## config.mk

```make
export PLATFORM = sky130hd
export DESIGN_NAME = spi_clkdiv
export DESIGN_NICKNAME = d
export VERILOG_FILES = /design/src/rtl/spi_clkdiv_pkg.sv /design/src/rtl/spi_clkdiv_decode.sv /design/src/rtl/spi_clkdiv_counter.sv /design/src/rtl/spi_clkdiv_phase.sv /design/src/rtl/spi_clkdiv.sv
export SDC_FILE = /design/constraint.sdc
export NUM_CORES = 1
export LEC_CHECK = 0
export ABC_AREA = 1
export ABC_CLOCK_PERIOD_IN_PS = 1900
export BUFFER_PORTS_ARGS = -buffer_cell sky130_fd_sc_hd__buf_2
export CORE_MARGIN = 2
export CORE_UTILIZATION = 50
export CTS_BUF_LIST = sky130_fd_sc_hd__clkbuf_2 sky130_fd_sc_hd__clkbuf_4 sky130_fd_sc_hd__clkbuf_8
export DETAILED_ROUTE_END_ITERATION = 8
export GPL_TIMING_DRIVEN = 0
export PLACE_DENSITY = 0.81
export SLEW_MARGIN = 5
export SYNTH_ARGS = -nofsm -noshare
export SYNTH_HDL_FRONTEND = slang
export SYNTH_SLANG_ARGS = --single-unit
```

## constraint.sdc

```tcl
create_clock -name clk_i -period 1.9 [get_ports clk_i]
set_clock_uncertainty 0.05 [all_clocks]
set_input_delay 0.095 -clock clk_i [delete_from_list [all_inputs] [get_ports clk_i]]
set_output_delay 0.095 -clock clk_i [all_outputs]
set_load 0.01 [all_outputs]
```

## src/rtl/spi_clkdiv_pkg.sv

```systemverilog
package spi_clkdiv_pkg;

    // Divide law chosen by the select bit of the control word
    typedef enum logic {
        DIV_POW2   = 1'b0,
        DIV_LINEAR = 1'b1
    } div_law_e;

endpackage

```

## src/rtl/spi_clkdiv_decode.sv

```systemverilog
module spi_clkdiv_decode
    import spi_clkdiv_pkg::*;
#(
    parameter int CFG_W   = 13,
    parameter int LIN_LSB = 0,
    parameter int LIN_W   = 8,
    parameter int POW_LSB = 8,
    parameter int POW_W   = 4,
    parameter int SEL_BIT = 12,
    parameter int CNT_W   = 14
) (
    input  logic [CFG_W-1:0] cfg_word_i,
    output logic [CNT_W-1:0] reload_o
);

    div_law_e               law;
    logic [LIN_W-1:0]       lin_n;
    logic [POW_W-1:0]       pow_n;
    logic [POW_W-1:0]       pow_shamt;
    logic [CNT_W-1:0]       lin_reload;
    logic [CNT_W-1:0]       pow_reload;
    logic [CNT_W-1:0]       unit;

    always_comb begin
        law   = div_law_e'(cfg_word_i[SEL_BIT]);
        lin_n = cfg_word_i[LIN_LSB +: LIN_W];
        pow_n = cfg_word_i[POW_LSB +: POW_W];
        unit  = {{(CNT_W-1){1'b0}}, 1'b1};

        // Linear law: half-period of n+1 cycles, so the count reloads with n
        lin_reload            = '0;
        lin_reload[LIN_W-1:0] = lin_n;

        // Power-of-two law: half-period of 2^(n-1) cycles, n of 0 taken as 1.
        // A shift equal to CNT_W wraps to 0 and the subtraction yields all ones.
        pow_shamt  = (pow_n == '0) ? '0 : pow_n - 1'b1;
        pow_reload = (unit << pow_shamt) - unit;

        reload_o = (law == DIV_LINEAR) ? lin_reload : pow_reload;
    end

endmodule

```

## src/rtl/spi_clkdiv_counter.sv

```systemverilog
module spi_clkdiv_counter #(
    parameter int CNT_W = 14
) (
    input  logic             clk_i,
    input  logic             rst_ni,
    input  logic             run_i,
    input  logic [CNT_W-1:0] reload_i,
    output logic             tick_o
);

    typedef struct packed {
        logic [CNT_W-1:0] cnt;
    } cnt_state_t;

    cnt_state_t st_d, st_q;

    // The count reaches zero on the last cycle of a half-period
    assign tick_o = run_i && (st_q.cnt == '0);

    always_comb begin
        st_d = st_q;
        if (!run_i) begin
            // Idle: keep loading so a start sees a full half-period
            st_d.cnt = reload_i;
        end else if (st_q.cnt == '0) begin
            // Boundary: the only point where a new setting is taken
            st_d.cnt = reload_i;
        end else begin
            st_d.cnt = st_q.cnt - 1'b1;
        end
    end

    always_ff @(posedge clk_i or negedge rst_ni) begin
        if (!rst_ni) begin
            st_q <= '0;
        end else begin
            st_q <= st_d;
        end
    end

    // A running count below zero-crossing must step down by exactly one
    AST_CNT_STEPS_DOWN: assert property (@(posedge clk_i) disable iff (!rst_ni)
        (run_i && !tick_o) |=> (st_q.cnt == $past(st_q.cnt) - 1'b1)) else $error("count step");

endmodule

```

## src/rtl/spi_clkdiv_phase.sv

```systemverilog
module spi_clkdiv_phase (
    input  logic clk_i,
    input  logic rst_ni,
    input  logic run_i,
    input  logic tick_i,
    output logic phase_o,
    output logic lead_o,
    output logic trail_o
);

    typedef struct packed {
        logic phase;
        logic lead;
        logic trail;
    } ph_state_t;

    ph_state_t st_d, st_q;

    always_comb begin
        st_d = st_q;
        if (!run_i) begin
            st_d.phase = 1'b0;
            st_d.lead  = 1'b0;
            st_d.trail = 1'b0;
        end else begin
            st_d.lead  = tick_i && !st_q.phase;
            st_d.trail = tick_i &&  st_q.phase;
            st_d.phase = tick_i ? !st_q.phase : st_q.phase;
        end
    end

    always_ff @(posedge clk_i or negedge rst_ni) begin
        if (!rst_ni) begin
            st_q <= '0;
        end else begin
            st_q <= st_d;
        end
    end

    assign phase_o = st_q.phase;
    assign lead_o  = st_q.lead;
    assign trail_o = st_q.trail;

    // Every boundary from the counter yields exactly one strobe
    AST_TICK_MAKES_STROBE: assert property (@(posedge clk_i) disable iff (!rst_ni)
        tick_i |=> (lead_o ^ trail_o)) else $error("tick without strobe");

    // No strobe without a boundary
    AST_NO_STRAY_STROBE: assert property (@(posedge clk_i) disable iff (!rst_ni)
        !tick_i |=> (!lead_o && !trail_o)) else $error("stray strobe");

endmodule

```

## src/rtl/spi_clkdiv.sv

```systemverilog
module spi_clkdiv
    import spi_clkdiv_pkg::*;
#(
    parameter int CFG_W   = 13,
    parameter int LIN_LSB = 0,
    parameter int LIN_W   = 8,
    parameter int POW_LSB = 8,
    parameter int POW_W   = 4,
    parameter int SEL_BIT = 12
) (
    input  logic             clk_i,
    input  logic             rst_ni,
    input  logic             run_i,
    input  logic [CFG_W-1:0] cfg_word_i,
    output logic             sclk_ref_o,
    output logic             lead_stb_o,
    output logic             trail_stb_o
);

    // Largest power-of-two shift is 2^POW_W - 2, so its count needs that many bits
    localparam int POW_SHIFT_MAX = (1 << POW_W) - 2;
    localparam int CNT_W = (LIN_W > POW_SHIFT_MAX) ? LIN_W : POW_SHIFT_MAX;

    logic [CNT_W-1:0] reload;
    logic             tick;

    spi_clkdiv_decode #(
        .CFG_W   (CFG_W),
        .LIN_LSB (LIN_LSB),
        .LIN_W   (LIN_W),
        .POW_LSB (POW_LSB),
        .POW_W   (POW_W),
        .SEL_BIT (SEL_BIT),
        .CNT_W   (CNT_W)
    ) u_decode (
        .cfg_word_i (cfg_word_i),
        .reload_o   (reload)
    );

    spi_clkdiv_counter #(
        .CNT_W (CNT_W)
    ) u_counter (
        .clk_i    (clk_i),
        .rst_ni   (rst_ni),
        .run_i    (run_i),
        .reload_i (reload),
        .tick_o   (tick)
    );

    spi_clkdiv_phase u_phase (
        .clk_i   (clk_i),
        .rst_ni  (rst_ni),
        .run_i   (run_i),
        .tick_i  (tick),
        .phase_o (sclk_ref_o),
        .lead_o  (lead_stb_o),
        .trail_o (trail_stb_o)
    );

    AST_STROBES_EXCLUSIVE: assert property (@(posedge clk_i) disable iff (!rst_ni)
        !(lead_stb_o && trail_stb_o)) else $error("both strobes");

    AST_LEAD_ON_RISE: assert property (@(posedge clk_i) disable iff (!rst_ni)
        lead_stb_o |-> (sclk_ref_o && !$past(sclk_ref_o))) else $error("lead misplaced");

    AST_TRAIL_ON_FALL: assert property (@(posedge clk_i) disable iff (!rst_ni)
        trail_stb_o |-> (!sclk_ref_o && $past(sclk_ref_o))) else $error("trail misplaced");

    AST_IDLE_QUIET: assert property (@(posedge clk_i) disable iff (!rst_ni)
        !run_i |=> (!lead_stb_o && !trail_stb_o && !sclk_ref_o)) else $error("idle not quiet");

    AST_SCLK_MOVES_WITH_STROBE: assert property (@(posedge clk_i) disable iff (!rst_ni)
        !$stable(sclk_ref_o) |-> (lead_stb_o || trail_stb_o || !$past(run_i))) else $error("sclk runt");

endmodule

```

==> metrics.md <==
| Metric | Value |
|---|---|
| Status | `finished, final reports clean` |
| Sequential share of power | `48.2%` |
| DR DRC count | `0` |
| RSZ-0062 raised after global routing | `false` |
| Max-slew violations | `0` |
| Share of the synthesized area in the top cell type | `34.00%` |
| Area grow syn2layout | `13.40%` |
| CTS tree | `yes` |
| Critical path required time | `2.04 ns` |
| Switching Fraction | `33.74%` |
| Yosys reg bits | `17` |
| CP Class | `reg2reg` |
| Largest net degree at the start of global routing | `18` |
| H-tree levels | `1` |
| Setup TNS Final | `0 ns` |
| Tcrit/Tclk final | `87.80%` |
| Post-synth EDFFs | `0` |
| ANT cells | `0` |
| Gr usage total | `22.24%` |
| Pwr dens | `636.1 nW/um^2` |
| Critical path's slowest cell | `dfrtp_1` |
| CTS Buf Count | `3` |
| Final Hold Fails | `0` |
| I/O pin count | `19` |
| Initial Util | `51.44%` |
| Chip Width | `54.03 um` |
| Yosys warnings | `0` |
| Drt initial violations | `16` |
| Final antenna-violating net count | `0` |
| Combined area of the multi-input logic cells | `719.4 sq um` |
| Max incr delay on CP | `0.41 ns` |
| Initial antenna violation count | `0` |
| Final Net Count | `236` |
| FF/Latch Area | `425.4 sq um` |
| Routed vias/inst | `5.049` |
| Mapped Cells | `194` |
| Netlist cell types | `26` |
| Main combinational cell family by area after synthesis | `simple AND/OR/NAND/NOR gates` |
| Critical path capture point type | `flop` |
| Clock share of power | `23.2%` |
| CP dominant cell by count | `nand2_2` |
| Sequential-to-total area share from yosys stat | `34.00%` |
| CP startpoint kind | `flop` |
| Worst-path cell chain | `inv_1, ha_1, nand2_2, nor2_4, nand2_2, nand2_2, inv_2, buf_6, nand2_1, o21ai_1` |
| Synthesized area per cell | `6.449 sq um` |
| CTS Root Cell | `clkbuf_4` |
| Buf/Inv on CP | `3` |
| Dpl ws | `0.2382 ns` |
| PnR worst setup slack | `0.2318 ns` |
| Async set-reset flop share out of synthesis | `100.0%` |
| Least-Margin Pin Slew | `0.3826 ns` |
| Gr ovfl total | `0` |
| Pwr Total | `902.5 uW` |
| Max rail drop VDD | `0.4057 mV` |
| DP HPWL | `2049 um` |
| First-pass GRT wire length | `4567 um` |
| Share of synthesized cell area in and, or, nand and nor gates | `41.60%` |
| Clock Pin Slew Worst Setup and Hold Paths | `0.09 ns` |
| GP Congestion | `0.8920` |
| Clock Tree Buf Depth | `2` |
| Mux cell area share after synthesis | `0%` |
| Postcts setup bufs | `0` |
| Arrival time worst endpoint | `1.81 ns` |
| Pleak | `0.7742 nW` |
| Share of cells above drive strength 1 | `16.13%` |
| CTS resizes | `0` |
| Fmax | `0.5994 GHz` |
| Fin area | `1419 sq um` |
| Int Pwr | `598.0 uW` |
| Synth Area in XOR/XNOR | `4.900%` |
| Final setup fails | `0` |
| Die area | `2919 sq um` |
| Vias in the first global route | `1086` |
| Core Region | `2432 sq um` |
| Synthesized area | `1251 sq um` |
| Top cells by area, synth | `dfrtp_1 (34%), nand2_1 (21%), nor2_1 (7.2%)` |
| Filler cells | `261` |
| Skew-Pair Late Insertion Delay | `0.30 ns` |
| Final min period | `1.668 ns` |
| DR pass1 iterations | `4` |
| Via Count | `1247` |
| Main synth FF type | `dfrtp_1` |
| Max-cap viol count | `0` |
| FP Rows | `18` |
| Area leader, netlist | `dfrtp_1` |
| CP Max Fanout | `10` |
| Hold crit path type | `in2reg` |
| Combinational fraction of design power | `28.6%` |
| Placed Area | `1379 sq um` |
| Die H | `54.03 um` |
| Final wirelength | `2674 um` |
| Sw Pwr | `304.5 uW` |
| Average wire per standard cell | `10.83 um` |
| CTS Sinks | `17` |
| Compound-Gate Fraction of Synth Area | `9.000%` |
| Adder-cell share of the synthesized area | `2.000%` |
| Port Buf Inserts | `18` |
| Relative slew slack | `74.40%` |
| CP top delay family | `simple AND/OR/NAND/NOR gates` |
| Syn Nets | `212` |
Yosys cell counts, types with 3 or more instances:
cell	number
dfrtp_1	17
inv_1	21
nand2_1	70
nand2_2	3
nand3_1	14
nand4_1	4
nor2_1	24
o21ai_0	9
o21ai_1	4
or2_2	3
xnor2_1	3
xor2_1	4
logic make-up after synthesis:
logic type / count (synthesis)
buffers and inverters: 25
adder cells (fa/ha/maj): 2
AND/OR/NAND/NOR: 123
AO/OA/AOI/OAI: 20
flip-flops: 17
XOR/XNOR: 7
stage by stage:
stage,hold slack [ns],utilization [%],cells
6_report,0.04603,58.33,247
5_1_grt,0.06037,58.33,247
4_1_cts,0.04305,58.33,247
3_5_place_dp,-0.01341,56.69,242
3_3_place_gp,-0.01377,56.69,242
2_1_floorplan,-0.2506,-,194
power groups by stage:
stage	clock [mW]	sequential, mW	combinational, mW
after global placement	0	0.441	0.251
after global routing	0.234	0.440	0.301
after floorplan	0	0.434	0.191
after CTS	0.212	0.434	0.258
after detailed placement	0	0.441	0.253
final	0.209	0.435	0.258
layout by cell type, fill, tap and decap left out:
cell type      instances
nand2_1               70
xor2_1                 4
dfrtp_1               17
nand4_1                4
buf_2                 19
a21oi_1                2
nand3_1               14
o221ai_1               1
inv_2                  1
clkbuf_4               4
buf_6                  1
dlygate4sd3_1          1
nand2_2                3
nor2_1                24
nor2_4                 1
nor2_2                 1
buf_4                  1
nand3b_1               1
or2_2                  3
o21ai_0                9
o21ai_1                4
o21ai_2                1
inv_1                 21
o22ai_1                2
ha_1                   2
nor3_1                 2
a22oi_1                1
xnor2_1                3
per-layer routing:
layer	vias to the layer above	GRT usage [%]	wire (um)
li1	660	-	-
met1	556	29.30	1255
met2	25	35.77	1271
met3	6	4.167	98
met4	0	8.750	48
met5	-	0	0
path summary, 6_finish.rpt:
check / slack [ns] / cells past startpoint / endpoint / start
worst min-delay path: 0.05 / 5 / u_counter.st_q[0]$_DFF_PN0_ / cfg_word_i[0]
max in group asynchronous: 1.35 / 2 / u_counter.st_q[1]$_DFF_PN0_ / rst_ni
worst max register to register: 0.23 / 10 / u_counter.st_q[7]$_DFF_PN0_ / u_counter.st_q[0]$_DFF_PN0_
worst max-delay path: 0.23 / 10 / u_counter.st_q[7]$_DFF_PN0_ / u_counter.st_q[0]$_DFF_PN0_
worst min register to register: 0.45 / 1 / u_phase.lead_o$_DFF_PN0_ / u_phase.phase_o$_DFFE_PN0P_
min in group asynchronous: 0.18 / 2 / u_counter.st_q[11]$_DFF_PN0_ / rst_ni
state kept, by name (all words and copies together), names as in the netlist:
signal	cells
u_phase.trail_o	1
u_phase.lead_o	1
u_phase.phase_o	1
u_counter.st_q	14
worst reg2reg max path: stages, from the launching register on:
cell and delay, ns:
dfrtp_1 0.41, inv_1 0.08, ha_1 0.22, nand2_2 0.11, nor2_4 0.20, nand2_2 0.08, nand2_2 0.08, inv_2 0.06
buf_6 0.14, nand2_1 0.08, o21ai_1 0.06
layout make-up:
cell class                 instances  share of cell area (%)
multi-input combinational        152                   50.71
clock buffer                       4                   2.116
tap                               30                   2.646
sequential                        17                   29.98
buffer                             3                   1.675
timing repair buffer              19                   7.055
inverter                          22                   5.820
timing repair:
action / 4_1_cts / 5_1_grt
hold endpoints to repair: 17 / 0
hold buffers: 1 / 0
endpoints found under the setup margin: 0 / 0
Note: power is estimated with default switching activity, not from simulation.
